## src/rtl/bts_pkg.sv

```systemverilog
// Package for the anticollision serializer: holds the walk state encoding
// that the controller and the top module share.
package bts_pkg;

    // Walk state of one tag within a round
    typedef enum logic [1:0] {
        WALK_IDLE = 2'd0,   // no round since reset
        WALK_RUN  = 2'd1,   // matching so far, still transmitting
        WALK_OUT  = 2'd2,   // dropped out on a mismatch
        WALK_SEL  = 2'd3    // every configured bit matched
    } walk_state_t;

endpackage

```

## src/rtl/bts_len_cfg.sv

```systemverilog
// Length register for the identifier. A write is rounded down to a whole
// step and then clamped into [MIN_LEN, MAX_LEN]. Reset loads DEF_LEN.
// Assumes DEF_LEN is already legal and MAX_LEN fits in LEN_W bits.
module bts_len_cfg #(
    parameter int LEN_W   = 7,
    parameter int MIN_LEN = 16,
    parameter int MAX_LEN = 96,
    parameter int STEP    = 8,
    parameter int DEF_LEN = 64
) (
    input  logic             clk,
    input  logic             rst_n,
    input  logic             wr_en,
    input  logic [LEN_W-1:0] wr_len,
    output logic [LEN_W-1:0] len_q
);

    logic [LEN_W-1:0] rounded;
    logic [LEN_W-1:0] legal;

    // Round the request down to a step multiple, then clamp it
    always_comb begin
        rounded = wr_len - (wr_len % LEN_W'(STEP));
        if (rounded < LEN_W'(MIN_LEN))
            legal = LEN_W'(MIN_LEN);
        else if (rounded > LEN_W'(MAX_LEN))
            legal = LEN_W'(MAX_LEN);
        else
            legal = rounded;
    end

    // Hold the length; reset restores the default
    always_ff @(posedge clk) begin
        if (!rst_n)
            len_q <= LEN_W'(DEF_LEN);
        else if (wr_en)
            len_q <= legal;
    end

endmodule

```

## src/rtl/bts_bit_pick.sv

```systemverilog
// Picks the identifier bit for a slot. Slot 0 is the top bit of the
// flattened word vector and slots count downward. Assumes word 0 sits in
// the most significant bits. Slots past the end read as 0.
module bts_bit_pick #(
    parameter int TOTAL = 96,
    parameter int IDX_W = 7
) (
    input  logic [TOTAL-1:0] id_words,
    input  logic [IDX_W-1:0] slot_idx,
    output logic             slot_bit
);

    logic [TOTAL-1:0] stream;

    // Reverse the vector so that slot k reads stream[k]
    for (genvar g = 0; g < TOTAL; g++) begin : g_rev
        assign stream[g] = id_words[TOTAL-1-g];
    end

    // Select the slot bit, guarding indices past the end
    always_comb begin
        if (int'(slot_idx) < TOTAL)
            slot_bit = stream[slot_idx];
        else
            slot_bit = 1'b0;
    end

endmodule

```

## src/rtl/bts_walk_ctrl.sv

```systemverilog
// Walk controller for one anticollision round. It keeps the slot index and
// the walk state, compares the reader's bit with the tag's bit on each
// strobe, and ends the walk on a mismatch or after the last slot.
// Assumes len_q is in 1..2**IDX_W.
module bts_walk_ctrl
    import bts_pkg::*;
#(
    parameter int LEN_W = 7,
    parameter int IDX_W = 7
) (
    input  logic             clk,
    input  logic             rst_n,
    input  logic             round_start,
    input  logic             bit_strobe,
    input  logic             reader_bit,
    input  logic             cur_bit,
    input  logic [LEN_W-1:0] len_q,
    output logic [IDX_W-1:0] slot_idx,
    output walk_state_t      state
);

    logic last_slot;

    // Flag the slot that ends the configured identifier
    always_comb last_slot = (LEN_W'(slot_idx) == (len_q - LEN_W'(1)));

    // Advance the walk; a round start overrides everything else
    always_ff @(posedge clk) begin
        if (!rst_n) begin
            state    <= WALK_IDLE;
            slot_idx <= '0;
        end else if (round_start) begin
            state    <= WALK_RUN;
            slot_idx <= '0;
        end else if (bit_strobe && state == WALK_RUN) begin
            if (reader_bit != cur_bit)
                state <= WALK_OUT;
            else if (last_slot)
                state <= WALK_SEL;
            else
                slot_idx <= slot_idx + IDX_W'(1);
        end
    end

endmodule

```

## src/rtl/bintree_id_serializer.sv

```systemverilog
// Top of the tag-side binary-tree anticollision serializer. It ties the
// length register, the slot bit picker and the walk controller together,
// and gates the transmit bit with the active state.
// Assumes round_start and bit_strobe are one-cycle pulses synchronous to clk.
module bintree_id_serializer
    import bts_pkg::*;
#(
    parameter  int WORD_W    = 32,
    parameter  int NUM_WORDS = 3,
    parameter  int LEN_STEP  = 8,
    parameter  int MIN_LEN   = 16,
    parameter  int DEF_LEN   = 64,
    localparam int ID_W      = WORD_W * NUM_WORDS,
    localparam int MAX_LEN   = ID_W,
    localparam int IDX_W     = $clog2(MAX_LEN),
    localparam int LEN_W     = $clog2(MAX_LEN + 1)
) (
    input  logic             clk,
    input  logic             rst_n,
    input  logic             round_start,
    input  logic             bit_strobe,
    input  logic             reader_bit,
    input  logic             cfg_len_we,
    input  logic [LEN_W-1:0] cfg_len,
    input  logic [ID_W-1:0]  id_words,
    output logic             tx_bit,
    output logic             active,
    output logic             selected
);

    logic [LEN_W-1:0] len_q;
    logic [IDX_W-1:0] slot_idx;
    logic             cur_bit;
    walk_state_t      state;

    bts_len_cfg #(
        .LEN_W  (LEN_W),
        .MIN_LEN(MIN_LEN),
        .MAX_LEN(MAX_LEN),
        .STEP   (LEN_STEP),
        .DEF_LEN(DEF_LEN)
    ) u_len (
        .clk   (clk),
        .rst_n (rst_n),
        .wr_en (cfg_len_we),
        .wr_len(cfg_len),
        .len_q (len_q)
    );

    bts_bit_pick #(
        .TOTAL(ID_W),
        .IDX_W(IDX_W)
    ) u_pick (
        .id_words(id_words),
        .slot_idx(slot_idx),
        .slot_bit(cur_bit)
    );

    bts_walk_ctrl #(
        .LEN_W(LEN_W),
        .IDX_W(IDX_W)
    ) u_ctrl (
        .clk        (clk),
        .rst_n      (rst_n),
        .round_start(round_start),
        .bit_strobe (bit_strobe),
        .reader_bit (reader_bit),
        .cur_bit    (cur_bit),
        .len_q      (len_q),
        .slot_idx   (slot_idx),
        .state      (state)
    );

    // Decode the outputs; the tag is silent unless still walking
    always_comb begin
        active   = (state == WALK_RUN);
        selected = (state == WALK_SEL);
        tx_bit   = active & cur_bit;
    end

endmodule

```

## config.mk

```make
export PLATFORM = sky130hd
export DESIGN_NAME = bintree_id_serializer
export DESIGN_NICKNAME = d
export VERILOG_FILES = /design/src/rtl/bts_pkg.sv /design/src/rtl/bts_len_cfg.sv /design/src/rtl/bts_bit_pick.sv /design/src/rtl/bts_walk_ctrl.sv /design/src/rtl/bintree_id_serializer.sv
export SDC_FILE = /design/constraint.sdc
export NUM_CORES = 1
export LEC_CHECK = 0
export BUFFER_PORTS_ARGS = -buffer_cell sky130_fd_sc_hd__buf_2
export CORE_MARGIN = 3
export CORE_UTILIZATION = 41
export CTS_CLUSTER_DIAMETER = 100
export DETAILED_ROUTE_END_ITERATION = 8
export GPL_ROUTABILITY_DRIVEN = 1
export PLACE_DENSITY = 0.91
export SLEW_MARGIN = 20
export SYNTH_ARGS = -nofsm -noshare
export SYNTH_HDL_FRONTEND = slang
export SYNTH_HIERARCHICAL = 1
export SYNTH_SLANG_ARGS = --single-unit
```

## constraint.sdc

```tcl
create_clock -name clk -period 9.3 [get_ports clk]
set_clock_uncertainty 0.2 [all_clocks]
set_input_delay 2.79 -clock clk [delete_from_list [all_inputs] [get_ports clk]]
set_output_delay 2.79 -clock clk [all_outputs]
set_load 0.1 [all_outputs]
```

## Word-level counts from Yosys, hierarchy flattened

Index checks and enable logic that the tools add are counted.

- Flip-flop bits (word level): 16
- Input port bits: 109
- Output and inout bits: 3
- Logic and storage cells: 36

- Add/subtract/negate cells: 3
- Order comparisons: 4
- Equality and inequality tests: 4
- Multiplexer cells: 9
- Bitwise gates (word level): 4
- Reduce and logical (&&, ||, !) cells: 8

Operators with widths:

| operator | count |
|---|---|
| $mux 7 | 2 |
| $lt 7x8->1 const B | 1 |
| $add 7x1->7 const B | 1 |
| $bmux 1 s7 | 1 |
| $eq 7x7->1 | 1 |
| $gt 7x7->1 const B | 1 |
| $lt 7x5->1 const B | 1 |
| $lt 7x7->1 const B | 1 |
| $sub 7x1->7 const B | 1 |
| $sub 7x3->7 | 1 |
| $mux 1 | 4 |
| $mux 2 | 2 |
| $reduce_and 2->1 | 2 |
| $reduce_bool 2->1 | 2 |
| $not 1->1 | 3 |
| $reduce_and 3->1 | 1 |
| $reduce_bool 3->1 | 1 |
| $eq 2x1->1 const B | 1 |
| $eq 2x2->1 const B | 1 |
| $reduce_or 2->1 | 1 |
| $and 1x1->1 | 1 |
| $logic_and 1x1->1 | 1 |
| $ne 1x1->1 | 1 |

## Logic depth before layout (Yosys ltp)

- Depth after elaboration: 7
- Gate-level depth with buffers: 13

## Modules after synthesis

Netlist, hierarchy kept.

Modules (own cells, without submodules):

| module | instances | cells an instance | area an instance (um^2) | sequential area each (um^2) |
|---|---|---|---|---|
| bts_bit_pick | 1 | 59 | 845.8 | 0.0 |
| bts_walk_ctrl | 1 | 76 | 634.4 | 180.2 |
| bts_len_cfg | 1 | 21 | 185.2 | 80.1 |
| bintree_id_serializer | 1 | 3 | 26.3 | 0.0 |

## Least setup slack after synthesis

Ideal clock, no wire load.

- Path kind: input -> output
- Start: input id_words[78]
- End: output tx_bit
- Arrival time: 4403 ps
- Slack: 1907 ps
- Cell stages on the path: 5
- Path buffers: 0
- Cell sequence: mux4_1 -> mux4_2 -> o211ai_1 -> o211ai_1 -> and3b_2

- Word-level cells in the longest chain between the ends: 4

Ends and longest elaborated chain:

| what | RTL line | source |
|---|---|---|
| start, declared | bintree_id_serializer.sv:25 | `input logic [ID_W-1:0] id_words,` |
| $bmux 1 s7 | bts_bit_pick.sv:23 | `slot_bit = stream[slot_idx];` |
| $mux 1 (not written as such) | bts_bit_pick.sv:23 |  |
| $mux 1 | bts_bit_pick.sv:22 | `if (int'(slot_idx) < TOTAL)` |
| net cur_bit | bintree_id_serializer.sv:33 | `logic cur_bit;` |
| $and 1x1->1 | bintree_id_serializer.sv:78 | `tx_bit = active & cur_bit;` |
| end, declared | bintree_id_serializer.sv:26 | `output logic tx_bit,` |

The timed path passes the listed nets, and every way through them passes these cells. The select of a mux whose other input is x is not followed.

## Worst setup path in the final report

- Start: input id_words[94]
- End: output tx_bit

Same word-level chain as after synthesis.

==> qor.yml <==
fill_cells: 337
pwr-share-seq_pct: 36.0
synthCells: 159
path_cells: "buf_2 -> mux4_1 -> mux4_2 -> o211ai_1 -> o211ai_1 -> and3b_2 -> buf_2"
grt_pass1_wl_um: 7452
hp-class: "register to register"
postCtsHoldBufs: 0
finalWirelength_um: 4577
cp-start-kind: "input pin"
yosysSeqAreaShare_pct: 15.38
yosysMostFrequentCell: "mux4_2"
cts_max_path_buffers: 2
clock_latency_ns: 0.25
final_core_util_pct: 59.58
htreeDepth: 1
slew_headroom_pct: 40.03
ys.flop_type: "dfxtp_1"
synth_area_leaders: "mux4_2 (20%), mux4_1 (16%), dfxtp_1 (15%)"
worst_pin_slew_ns: 0.8984
grt_pass1_vias: 1756
io_pins: 112
power.share.clock_pct: 30.9
dr_total_vias: 1750
fp.dieArea_mm2: 0.004933
ys_ff_latch: 13
hold_viol: 0
swShare_pct: 27.57
port_buffers: 108
fp.coreArea_mm2: 0.003826
layout.nets: 374
place_hpwl_um: 3828
ys_warn_count: 6
post_cts_buffers: 0
clock.fmax_mhz: 129.7
status: "finished, final reports clean"
final.setup.tns_ns: 0
clkTransAtPathRegs_ns: 0.05
antenna_left: 0
multi_input_area_mm2: 0.001340
synthTopCellsByCount: "mux4_2 (15), dfxtp_1 (13), mux2i_1 (11)"
cp.buffers_inverters: 2
cellLeakagePower_uw: 0.0009620
p_per_area_mw_per_mm2: 72.71
combinationalPowerShare_pct: 33.1
synthDistinctLibCells: 50
crit_path_end_kind: "output port"
viasPerCell: 5.645
fin_crit_sh_pct: 82.89
antenna_cells: 0
post_cts_resize_count: 0
ir_worst_vdd_mv: 0.03242
syn2layout_area_growth_pct: 34.76
crit_family: "multiplexers"
setup_viol: 0
post_drt_wl_per_cell_um: 14.76
drtIter0Drc: 72
antenna_found_initial: 0
die_height_um: 70.24
syn_area_mm2: 0.001692
std_cell_rows: 22
cap_viol_max_count: 0
ctsRootBufferMaster: "clkbuf_8"
place.gp.congestion: 0.8352
first_pass_iters: 4
syn-mean-instance-area_um2: 10.64
p_switching_uw: 45.71
crit_path_top_delay_cell: "mux4_1"
yosysTopAreaCellShare_pct: 19.97
fin_crit_ns: 7.709
route.detailed.drc: 0
cts_tree: "yes"
clock-sinks: 13
start_util_pct: 44.21
drive_gt1_share_pct: 51.91
crit_arrival_ns: 4.72
synth_edf_count: 0
regArea_um2: 260.3
rsz0062_at_grt: "false"
grt_use_total_pct: 18.28
async_flop_share_pct: 0
slew_violations: 0
crit_required_ns: 6.31
synth_top_area_cell: "mux4_2"
die_x_um: 70.24
grt_max_degree: 21
intPower_uw: 120.1
slowest_delay_ns: 0.49
overflow: 0
cts_buffers: 3
crit_fanout: 2
worst-setup-path-type: "input pin to output port"
-- worst paths after layout --
path              cells after the start                             from                               to  slack (ns)
setup / recovery                      7                     id_words[94]                           tx_bit        1.59
hold / removal                        2      u_len/len_q[6]$_SDFFE_PN1P_      u_len/len_q[6]$_SDFFE_PN1P_        0.34
setup reg to reg                     10  u_ctrl/slot_idx[0]$_SDFFE_PP0P_  u_ctrl/slot_idx[3]$_SDFFE_PP0P_        5.35
hold reg to reg                       2      u_len/len_q[6]$_SDFFE_PN1P_      u_len/len_q[6]$_SDFFE_PN1P_        0.34
-- layout by cell type, fill, tap and decap left out, drive strengths merged, types with 2 or more instances in the layout --
cell / instances
nand2b: 3
mux4: 25
inv: 5
nor2: 7
dfxtp: 13
nand3: 3
xor2: 8
buf: 110
nand2: 6
mux2i: 11
a21oi: 7
o21ai: 7
and2: 2
xnor2: 2
nand4: 3
or3: 5
clkbuf: 4
nand3b: 3
a31oi: 2
ha: 2
nor2b: 4
conb: 3
o2111ai: 3
nor3: 4
o211ai: 3
-- logic make-up after synthesis --
group	share of synthesized area, %
buffers and inverters	5.844
AO/OA/AOI/OAI	12.28
adder cells (fa/ha/maj)	1.479
AND/OR/NAND/NOR	16.94
XOR/XNOR	5.178
other	0.2217
flip-flops	15.38
multiplexers	42.68
-- through the flow --
stage	instance area [µm²]	worst slack (ns)	std cells	power [µW]	hold WS [ns]
after floorplan	1699	1.907	161	91.23	0.2615
after global routing	2280	1.511	310	174.8	0.3488
after detailed placement	2235	1.581	306	115.7	0.3130
after global placement	2235	1.579	306	113.4	0.2943
after CTS	2280	1.582	310	167.2	0.3310
final	2280	1.591	310	165.8	0.3363
-- per-layer routing --
metal / GRT usage, % / up-vias / wire, µm
met5: 0 / - / 0
met1: 21.01 / 819 / 1700
met3: 3.165 / 5 / 364
li1: - / 844 / -
met2: 33.99 / 82 / 2461
met4: 5.532 / 0 / 50
-- state kept, by name, indices dropped and copies added, names as in the netlist --
register / count
u_ctrl/state: 2
u_len/len_q: 4
u_ctrl/slot_idx: 7
-- layout make-up --
class	instances	area share [%]
Inverter	5	0.8233
Timing Repair Buffer	110	24.37
Sequential cell	13	11.42
Multi-Input combinational cell	130	58.78
Clock buffer	4	1.976
Tap cell	48	2.634
-- power groups by stage --
| stage | Combinational [µW] | Sequential (µW) | Clock (µW) |
|---|---|---|---|
| 4_1_cts | 55.0 | 59.7 | 52.5 |
| 2_1_floorplan | 31.2 | 60.0 | 0 |
| 3_5_place_dp | 54.8 | 60.9 | 0 |
| 5_1_grt | 60.1 | 59.9 | 54.7 |
| 6_report | 54.9 | 59.7 | 51.2 |
| 3_3_place_gp | 52.5 | 60.8 | 0 |
-- worst register-to-register path, stage by stage, from the launching register on --
cell      delay, ns
dfxtp_1        0.70
buf_4          0.34
mux4_1         0.58
mux4_2         0.48
o211ai_1       0.18
o211ai_1       0.17
xor2_1         0.22
nor3_1         0.23
o21ai_2        0.21
or4_1          0.52
nand2_1        0.08
No activity file was read; power rests on OpenSTA's default activity.
